--- config.mk ---
export PLATFORM = sky130hd
export DESIGN_NAME = ext_bus_ctrl
export DESIGN_NICKNAME = d
export VERILOG_FILES = /design/src/rtl/ebc_pkg.sv /design/src/rtl/ebc_phase_timer.sv /design/src/rtl/ebc_lane_map.sv /design/src/rtl/ebc_rd_merge.sv /design/src/rtl/ext_bus_ctrl.sv
export SDC_FILE = /design/constraint.sdc
export NUM_CORES = 1
export LEC_CHECK = 0
export BUFFER_PORTS_ARGS = -buffer_cell sky130_fd_sc_hd__buf_2
export CORE_UTILIZATION = 35
export DETAILED_ROUTE_END_ITERATION = 8
export PLACE_DENSITY = 0.55
export SLEW_MARGIN = 30
export SYNTH_ARGS = -nofsm -noshare
export SYNTH_HDL_FRONTEND = slang
export SYNTH_HIERARCHICAL = 1
export SYNTH_SLANG_ARGS = --single-unit
--- constraint.sdc ---
create_clock -name clk -period 4.1 [get_ports clk]
set_input_delay 0.41 -clock clk [delete_from_list [all_inputs] [get_ports clk]]
set_output_delay 0.41 -clock clk [all_outputs]
set_load 0.01 [all_outputs]
--- src/rtl/ebc_pkg.sv ---
package ebc_pkg;
    typedef enum logic [2:0] {
        ST_IDLE,
        ST_SETUP,
        ST_STROBE,
        ST_WAITX,
        ST_HOLD
    } ebc_state_t;

    localparam int BUS_W  = 16;
    localparam int BYTE_W = 8;
endpackage

--- src/rtl/ebc_phase_timer.sv ---
module ebc_phase_timer #(
    parameter int CNT_W = 3
) (
    input  logic             clk,
    input  logic             rst_n,
    input  logic             clear,
    input  logic [CNT_W-1:0] limit,
    output logic             at_last
);
    logic [CNT_W-1:0] cnt;

    always_ff @(posedge clk or negedge rst_n) begin
        if (!rst_n) begin
            cnt <= '0;
        end else if (clear) begin
            cnt <= '0;
        end else if (!at_last) begin
            cnt <= cnt + 1'b1;
        end
    end

    assign at_last = (cnt == limit - 1'b1);
endmodule

--- src/rtl/ebc_lane_map.sv ---
module ebc_lane_map import ebc_pkg::*; #(
    parameter int ADDR_W = 20,
    parameter int IDX_W  = 5
) (
    input  logic              bus16,
    input  logic              is_fetch,
    input  logic              is_word,
    input  logic [ADDR_W-1:0] base,
    input  logic [IDX_W-1:0]  idx,
    input  logic [BUS_W-1:0]  wdata,
    output logic [ADDR_W-1:0] beat_addr,
    output logic              ble_n,
    output logic              bhe_n,
    output logic [BUS_W-1:0]  lane_wdata
);
    logic [2:0] word_step;
    logic [3:0] byte_step;

    always_comb begin
        word_step = base[3:1] + idx[2:0];
        byte_step = base[3:0] + idx[3:0];
        if (is_fetch) begin
            beat_addr = bus16 ? {base[ADDR_W-1:4], word_step, 1'b0}
                              : {base[ADDR_W-1:4], byte_step};
        end else if (is_word) begin
            beat_addr = bus16 ? {base[ADDR_W-1:1], 1'b0}
                              : {base[ADDR_W-1:1], idx[0]};
        end else begin
            beat_addr = base;
        end
    end

    always_comb begin
        if (!bus16) begin
            ble_n = 1'b0;
            bhe_n = 1'b1;
        end else if (is_fetch || is_word) begin
            ble_n = 1'b0;
            bhe_n = 1'b0;
        end else begin
            ble_n = beat_addr[0];
            bhe_n = !beat_addr[0];
        end
    end

    always_comb begin
        if (bus16) begin
            lane_wdata = is_word ? wdata : {wdata[BYTE_W-1:0], wdata[BYTE_W-1:0]};
        end else begin
            lane_wdata = {{BYTE_W{1'b0}},
                          (is_word && idx[0]) ? wdata[BUS_W-1:BYTE_W] : wdata[BYTE_W-1:0]};
        end
    end
endmodule

--- src/rtl/ebc_rd_merge.sv ---
module ebc_rd_merge import ebc_pkg::*; (
    input  logic             bus16,
    input  logic             is_fetch,
    input  logic             is_word,
    input  logic             addr0,
    input  logic             idx0,
    input  logic [BUS_W-1:0] din,
    input  logic [BUS_W-1:0] cur,
    output logic [BUS_W-1:0] merged
);
    localparam logic [BYTE_W-1:0] ZB = '0;

    always_comb begin
        if (is_fetch) begin
            merged = bus16 ? din : {ZB, din[BYTE_W-1:0]};
        end else if (bus16) begin
            if (is_word)
                merged = din;
            else
                merged = {ZB, addr0 ? din[BUS_W-1:BYTE_W] : din[BYTE_W-1:0]};
        end else if (is_word && idx0) begin
            merged = {din[BYTE_W-1:0], cur[BYTE_W-1:0]};
        end else begin
            merged = {ZB, din[BYTE_W-1:0]};
        end
    end
endmodule

--- src/rtl/ext_bus_ctrl.sv ---
module ext_bus_ctrl import ebc_pkg::*; #(
    parameter int ADDR_W     = 20,
    parameter int BLEN_W     = 5,
    parameter int MAX_BURST  = 16,
    parameter int SETUP_CYC  = 1,
    parameter int STROBE_CYC = 2,
    parameter int HOLD_CYC   = 1
) (
    input  logic              clk,
    input  logic              rst_n,
    input  logic              cfg_bus16,
    input  logic              req_valid,
    output logic              req_ready,
    input  logic [ADDR_W-1:0] req_addr,
    input  logic              req_write,
    input  logic              req_word,
    input  logic              req_fetch,
    input  logic [BLEN_W-1:0] req_blen,
    input  logic [15:0]       req_wdata,
    output logic [15:0]       rsp_rdata,
    output logic              rsp_beat,
    output logic              rsp_done,
    output logic              rsp_err,
    output logic [ADDR_W-1:0] bus_addr,
    output logic              bus_cs_n,
    output logic              bus_oe_n,
    output logic              bus_ble_n,
    output logic              bus_bhe_n,
    output logic [15:0]       bus_dout,
    output logic              bus_dout_en,
    input  logic [15:0]       bus_din,
    input  logic              bus_wait
);
    localparam int LONG1   = (SETUP_CYC > STROBE_CYC) ? SETUP_CYC : STROBE_CYC;
    localparam int LONGEST = (LONG1 > HOLD_CYC) ? LONG1 : HOLD_CYC;
    localparam int CNT_W   = $clog2(LONGEST + 1);
    localparam int IDX_W   = BLEN_W;

    ebc_state_t state, nxt;

    logic              r_write, r_word, r_fetch, r_bus16;
    logic [ADDR_W-1:0] r_addr;
    logic [BUS_W-1:0]  r_wdata;
    logic [IDX_W-1:0]  r_nbeats, beat_idx, nxt_idx, nbeats_c;
    logic              pend_ble_n, pend_bhe_n;

    logic              accepting, req_bad, at_last, last_beat, capture, strobing;
    logic [CNT_W-1:0]  limit;

    logic              cur_write, cur_word, cur_fetch, cur_bus16;
    logic [ADDR_W-1:0] cur_addr;
    logic [BUS_W-1:0]  cur_wdata;

    logic [ADDR_W-1:0] lm_addr;
    logic              lm_ble_n, lm_bhe_n;
    logic [BUS_W-1:0]  lm_wdata, rd_merged;

    assign accepting = (state == ST_IDLE);
    assign req_ready = accepting;

    assign req_bad = req_fetch &&
                     ((req_blen < BLEN_W'(2)) ||
                      (req_blen > BLEN_W'(MAX_BURST)) ||
                      (cfg_bus16 && req_blen[0]));

    always_comb begin
        if (req_fetch)
            nbeats_c = cfg_bus16 ? {1'b0, req_blen[BLEN_W-1:1]} : req_blen;
        else if (req_word && !cfg_bus16)
            nbeats_c = IDX_W'(2);
        else
            nbeats_c = IDX_W'(1);
    end

    always_comb begin
        cur_write = accepting ? req_write : r_write;
        cur_word  = accepting ? req_word  : r_word;
        cur_fetch = accepting ? req_fetch : r_fetch;
        cur_bus16 = accepting ? cfg_bus16 : r_bus16;
        cur_addr  = accepting ? req_addr  : r_addr;
        cur_wdata = accepting ? req_wdata : r_wdata;
        nxt_idx   = accepting ? '0 : beat_idx + 1'b1;
    end

    always_comb begin
        unique case (state)
            ST_SETUP:  limit = CNT_W'(SETUP_CYC);
            ST_STROBE: limit = CNT_W'(STROBE_CYC);
            ST_HOLD:   limit = CNT_W'(HOLD_CYC);
            default:   limit = CNT_W'(1);
        endcase
    end

    ebc_phase_timer #(.CNT_W(CNT_W)) timer_i (
        .clk     (clk),
        .rst_n   (rst_n),
        .clear   (nxt != state),
        .limit   (limit),
        .at_last (at_last)
    );

    ebc_lane_map #(.ADDR_W(ADDR_W), .IDX_W(IDX_W)) lane_i (
        .bus16      (cur_bus16),
        .is_fetch   (cur_fetch),
        .is_word    (cur_word),
        .base       (cur_addr),
        .idx        (nxt_idx),
        .wdata      (cur_wdata),
        .beat_addr  (lm_addr),
        .ble_n      (lm_ble_n),
        .bhe_n      (lm_bhe_n),
        .lane_wdata (lm_wdata)
    );

    ebc_rd_merge merge_i (
        .bus16    (r_bus16),
        .is_fetch (r_fetch),
        .is_word  (r_word),
        .addr0    (r_addr[0]),
        .idx0     (beat_idx[0]),
        .din      (bus_din),
        .cur      (rsp_rdata),
        .merged   (rd_merged)
    );

    assign last_beat = (beat_idx == r_nbeats - 1'b1);
    assign capture   = ((state == ST_STROBE && at_last) || state == ST_WAITX) && !bus_wait;

    always_comb begin
        nxt = state;
        unique case (state)
            ST_IDLE:   if (req_valid && !req_bad) nxt = ST_SETUP;
            ST_SETUP:  if (at_last) nxt = ST_STROBE;
            ST_STROBE: if (at_last) nxt = bus_wait ? ST_WAITX : ST_HOLD;
            ST_WAITX:  if (!bus_wait) nxt = ST_HOLD;
            ST_HOLD:   if (at_last) nxt = last_beat ? ST_IDLE : ST_SETUP;
            default:   nxt = ST_IDLE;
        endcase
    end

    always_ff @(posedge clk or negedge rst_n) begin
        if (!rst_n) state <= ST_IDLE;
        else        state <= nxt;
    end

    assign strobing = (nxt == ST_STROBE) || (nxt == ST_WAITX);

    always_ff @(posedge clk or negedge rst_n) begin
        if (!rst_n) begin
            r_write     <= 1'b0;
            r_word      <= 1'b0;
            r_fetch     <= 1'b0;
            r_bus16     <= 1'b0;
            r_addr      <= '0;
            r_wdata     <= '0;
            r_nbeats    <= '0;
            beat_idx    <= '0;
            pend_ble_n  <= 1'b1;
            pend_bhe_n  <= 1'b1;
            bus_addr    <= '0;
            bus_dout    <= '0;
            bus_cs_n    <= 1'b1;
            bus_oe_n    <= 1'b1;
            bus_ble_n   <= 1'b1;
            bus_bhe_n   <= 1'b1;
            bus_dout_en <= 1'b0;
            rsp_rdata   <= '0;
            rsp_beat    <= 1'b0;
            rsp_done    <= 1'b0;
            rsp_err     <= 1'b0;
        end else begin
            if (accepting && req_valid && !req_bad) begin
                r_write  <= req_write;
                r_word   <= req_word;
                r_fetch  <= req_fetch;
                r_bus16  <= cfg_bus16;
                r_addr   <= req_addr;
                r_wdata  <= req_wdata;
                r_nbeats <= nbeats_c;
            end
            if (nxt == ST_SETUP && state != ST_SETUP) begin
                beat_idx   <= nxt_idx;
                bus_addr   <= lm_addr;
                bus_dout   <= lm_wdata;
                pend_ble_n <= lm_ble_n;
                pend_bhe_n <= lm_bhe_n;
            end
            bus_cs_n    <= !strobing;
            bus_oe_n    <= !(strobing && !cur_write);
            bus_ble_n   <= strobing ? pend_ble_n : 1'b1;
            bus_bhe_n   <= strobing ? pend_bhe_n : 1'b1;
            bus_dout_en <= cur_write && (nxt != ST_IDLE);
            if (capture) rsp_rdata <= rd_merged;
            rsp_beat <= capture && r_fetch;
            rsp_done <= (state == ST_HOLD) && at_last && last_beat;
            rsp_err  <= accepting && req_valid && req_bad;
        end
    end


    idle_quiet_chk: assert property (@(posedge clk) disable iff (!rst_n)
        (state == ST_IDLE) |-> (bus_cs_n && bus_oe_n && bus_ble_n && bus_bhe_n && !bus_dout_en));

    addr_setup_chk: assert property (@(posedge clk) disable iff (!rst_n)
        $fell(bus_cs_n) |-> $stable(bus_addr));

    addr_steady_chk: assert property (@(posedge clk) disable iff (!rst_n)
        (!bus_cs_n && $past(!bus_cs_n)) |-> $stable(bus_addr));

    narrow_high_chk: assert property (@(posedge clk) disable iff (!rst_n)
        (!r_bus16 && !bus_cs_n) |-> bus_bhe_n);

    err_no_bus_chk: assert property (@(posedge clk) disable iff (!rst_n)
        rsp_err |-> (bus_cs_n && !rsp_done));

    wait_ext_chk: assert property (@(posedge clk) disable iff (!rst_n)
        (state == ST_WAITX && bus_wait) |=> !bus_cs_n);

    rd_addr_hold_chk: assert property (@(posedge clk) disable iff (!rst_n)
        $rose(bus_cs_n) |-> $stable(bus_addr[ADDR_W-1:1]));

    no_fight_chk: assert property (@(posedge clk) disable iff (!rst_n)
        !bus_oe_n |-> !bus_dout_en);

    turnaround_chk: assert property (@(posedge clk) disable iff (!rst_n)
        bus_dout_en |-> $past(bus_oe_n));

    wr_setup_chk: assert property (@(posedge clk) disable iff (!rst_n)
        ($fell(bus_cs_n) && bus_dout_en) |-> ($past(bus_dout_en) && $stable(bus_dout)));

    wr_hold_chk: assert property (@(posedge clk) disable iff (!rst_n)
        ($rose(bus_cs_n) && $past(bus_dout_en)) |-> (bus_dout_en && $stable(bus_dout)));

    done_pulse_chk: assert property (@(posedge clk) disable iff (!rst_n)
        rsp_done |=> !rsp_done);
endmodule

==> metrics.txt <==
Placed Cells incl. Taps 1000; number of buffers inserted during clock tree synthesis 17; maximum fanout encountered on the critical timing path 18; total of hold buffers inserted after clock tree synthesis 0; cell chosen for the clock root sky130_fd_sc_hd__clkbuf_16; power dissipated by switching net loads 2.562 mW; Tightest Pin Transition 0.7943 ns; Clock transition at path regs 0.06 ns; Max Clk Rate 0.3074 GHz; area of the die 0.01891 sq mm; yosys synthesis warning count 6; Iteration-0 DRC Markers 249; portion of total power attributed to sequential cells 30.8%; leakage power figure 3.966 nW; number of max-cap violations 0; count of input and output buffers 125; Placer Congestion 0.7723; wire length of the first global-routing pass 25.19 mm; clock latency of the later-clocked register in the worst-skew pair 0.42 ns; Net Sw Frac 39.49%; share of final-layout standard cells stronger than drive strength 1 32.00%; count of buffers added by post-CTS timing repair for setup 0; Final setup violation count 0; Worst slew margin 47.05%; worst clock skew 0.005734 ns; post-route minimum period 3.253 ns; DIE HEIGHT 137.5 microns; Final Max Tran Viols 0; setup tns final 0 ns; clock share of power 21.4%; row cnt 49; number of nets in the layout 863; pre-CTS worst setup slack 0.8590 ns; required arrival time at the worst endpoint 4.40 ns; critical path arrival 3.56 ns; Pre-antenna DRT Iters 6; Min-Delay Path Class primary input to async pin; via count of the first global-routing pass 4772; number of levels the H-tree was split into 4; via count normalized by instance count 4.833; Startpoint Class register; CTS tree yes; share of the core filled with cells 42.87%; Core Region 0.01796 sq mm; area growth from synthesis to layout 19.84%; DRC errors left 0; kind of end point of the critical path register; post-synthesis instance area 0.006426 sq mm; final instance count without filler cells 1033; most common cell after layout, fill and taps aside sky130_fd_sc_hd__nand2_1; Pwr per Cell Area 842.5 mW/mm^2; GR Util All Layers 17.74%; average cell area after synthesis 9.340 sq um; number of nets in the synthesized netlist 761; most frequent cells in the layout 261 x sky130_fd_sc_hd__nand2_1, 124 x sky130_fd_sc_hd__buf_2, 111 x sky130_fd_sc_hd__dfrtp_1, 36 x sky130_fd_sc_hd__mux2_2, 28 x sky130_fd_sc_hd__mux2_4; RSZ-0062 raised after global routing false; critical path class register to register; result of the run completed; post-route setup slack 0.8473 ns; total I/O pin count 126; maximum number of pins on one net before global-route repair 60; Internal Dissipation 3.926 mW; initial antenna violation count 2; floorplan die width 137.5 microns; estimated wirelength of the detail-placed design 10.76 mm; overflow left after global routing 0; fin crit share 79.33%; Final ANT Viol Nets 0; average routed wire per standard cell 15.15 microns; clock sinks 117; synthesized instance count 688; vias 4993; starting density of the core 35.77%; total design power 6.488 mW; fill cell total of the finished layout 1743; share of power burned in combinational logic 47.8%; highest ir drop seen on vdd 0.0003649 V; Post-CTS Resized 0; Max Buffers Root-to-Sink 2; Hold Vio Cnt, Final 0; overall routed net length 15.65 mm
through the flow:
step                      hold WS, ns  area (sq um)
after floorplan                0.1144          6426
after global placement         0.4587          7146
after detailed placement       0.4618          7146
after CTS                     0.08350          7699
after global routing           0.1269          7699
final                         0.06461          7701
routing by layer:
metal / GRT usage (%) / up-vias / share of wire (%)
met4: 6.227 / 2 / 1.2
li1: - / 2466 / -
met1: 24.01 / 2412 / 48
met3: 4.783 / 16 / 4.6
met5: 0 / - / 0.064
met2: 27.14 / 97 / 47
sequential cells by signal, summed over array words and instances (netlist names), 2 cells and up:
signal	count
r_addr	20
r_nbeats	5
state	3
bus_dout	16
r_wdata	16
rsp_rdata	16
beat_idx	5
timer_i/cnt	2
bus_addr	20
power groups by stage:
| stage | registers (mW) | clock network, mW | logic [mW] |
|---|---|---|---|
| 6_report | 2.00 | 1.39 | 3.10 |
| 4_1_cts | 2.00 | 1.43 | 3.15 |
| 3_3_place_gp | 2.02 | 0 | 3.11 |
| 3_5_place_dp | 2.01 | 0 | 3.14 |
| 5_1_grt | 2.07 | 1.49 | 3.47 |
| 2_1_floorplan | 2.05 | 0 | 2.36 |
final cells by class:
cell class | count | area (sq um) | area share, %
well taps | 229 | 286.5 | 3.721
clock buffers | 19 | 442.9 | 5.751
clock inverters | 13 | 110.1 | 1.430
multi-input cells | 496 | 3107 | 40.34
diodes | 1 | 2.502 | 0.03249
inverters | 19 | 71.32 | 0.9261
flip-flops and latches | 117 | 2935 | 38.12
repair buffers | 139 | 745.7 | 9.683
worst paths after layout:
path / start / to / slack (ns) / cells past startpoint
worst max-delay path: state[2]$_DFF_PN0_ / bus_addr[6]$_DFFE_PN0P_ / 0.85 / 11
worst min-delay path: rst_n / bus_addr[12]$_DFFE_PN0P_ / 0.06 / 1
worst max register to register: state[2]$_DFF_PN0_ / bus_addr[6]$_DFFE_PN0P_ / 0.85 / 11
worst min register to register: r_wdata[1]$_DFFE_PN0P_ / r_wdata[1]$_DFFE_PN0P_ / 0.47 / 2
max in group asynchronous: rst_n / pend_bhe_n$_DFFE_PN1P_ / 3.19 / 2
min in group clk: req_wdata[1] / r_wdata[1]$_DFFE_PN0P_ / 0.19 / 3
worst max-delay path, cell delays in order, from the launching register on:
cell                       delay [ns]
sky130_fd_sc_hd__dfrtp_1         0.49
sky130_fd_sc_hd__nand2b_1        0.22
sky130_fd_sc_hd__or2_2           0.34
sky130_fd_sc_hd__inv_1           0.10
sky130_fd_sc_hd__xnor2_1         0.16
sky130_fd_sc_hd__mux2i_1         0.22
sky130_fd_sc_hd__buf_4           0.18
sky130_fd_sc_hd__nand3_1         0.14
sky130_fd_sc_hd__a211oi_4        0.55
sky130_fd_sc_hd__o21ai_4         0.12
sky130_fd_sc_hd__buf_4           0.27
sky130_fd_sc_hd__mux2_4          0.33
No activity file was read; power rests on OpenSTA's default activity.
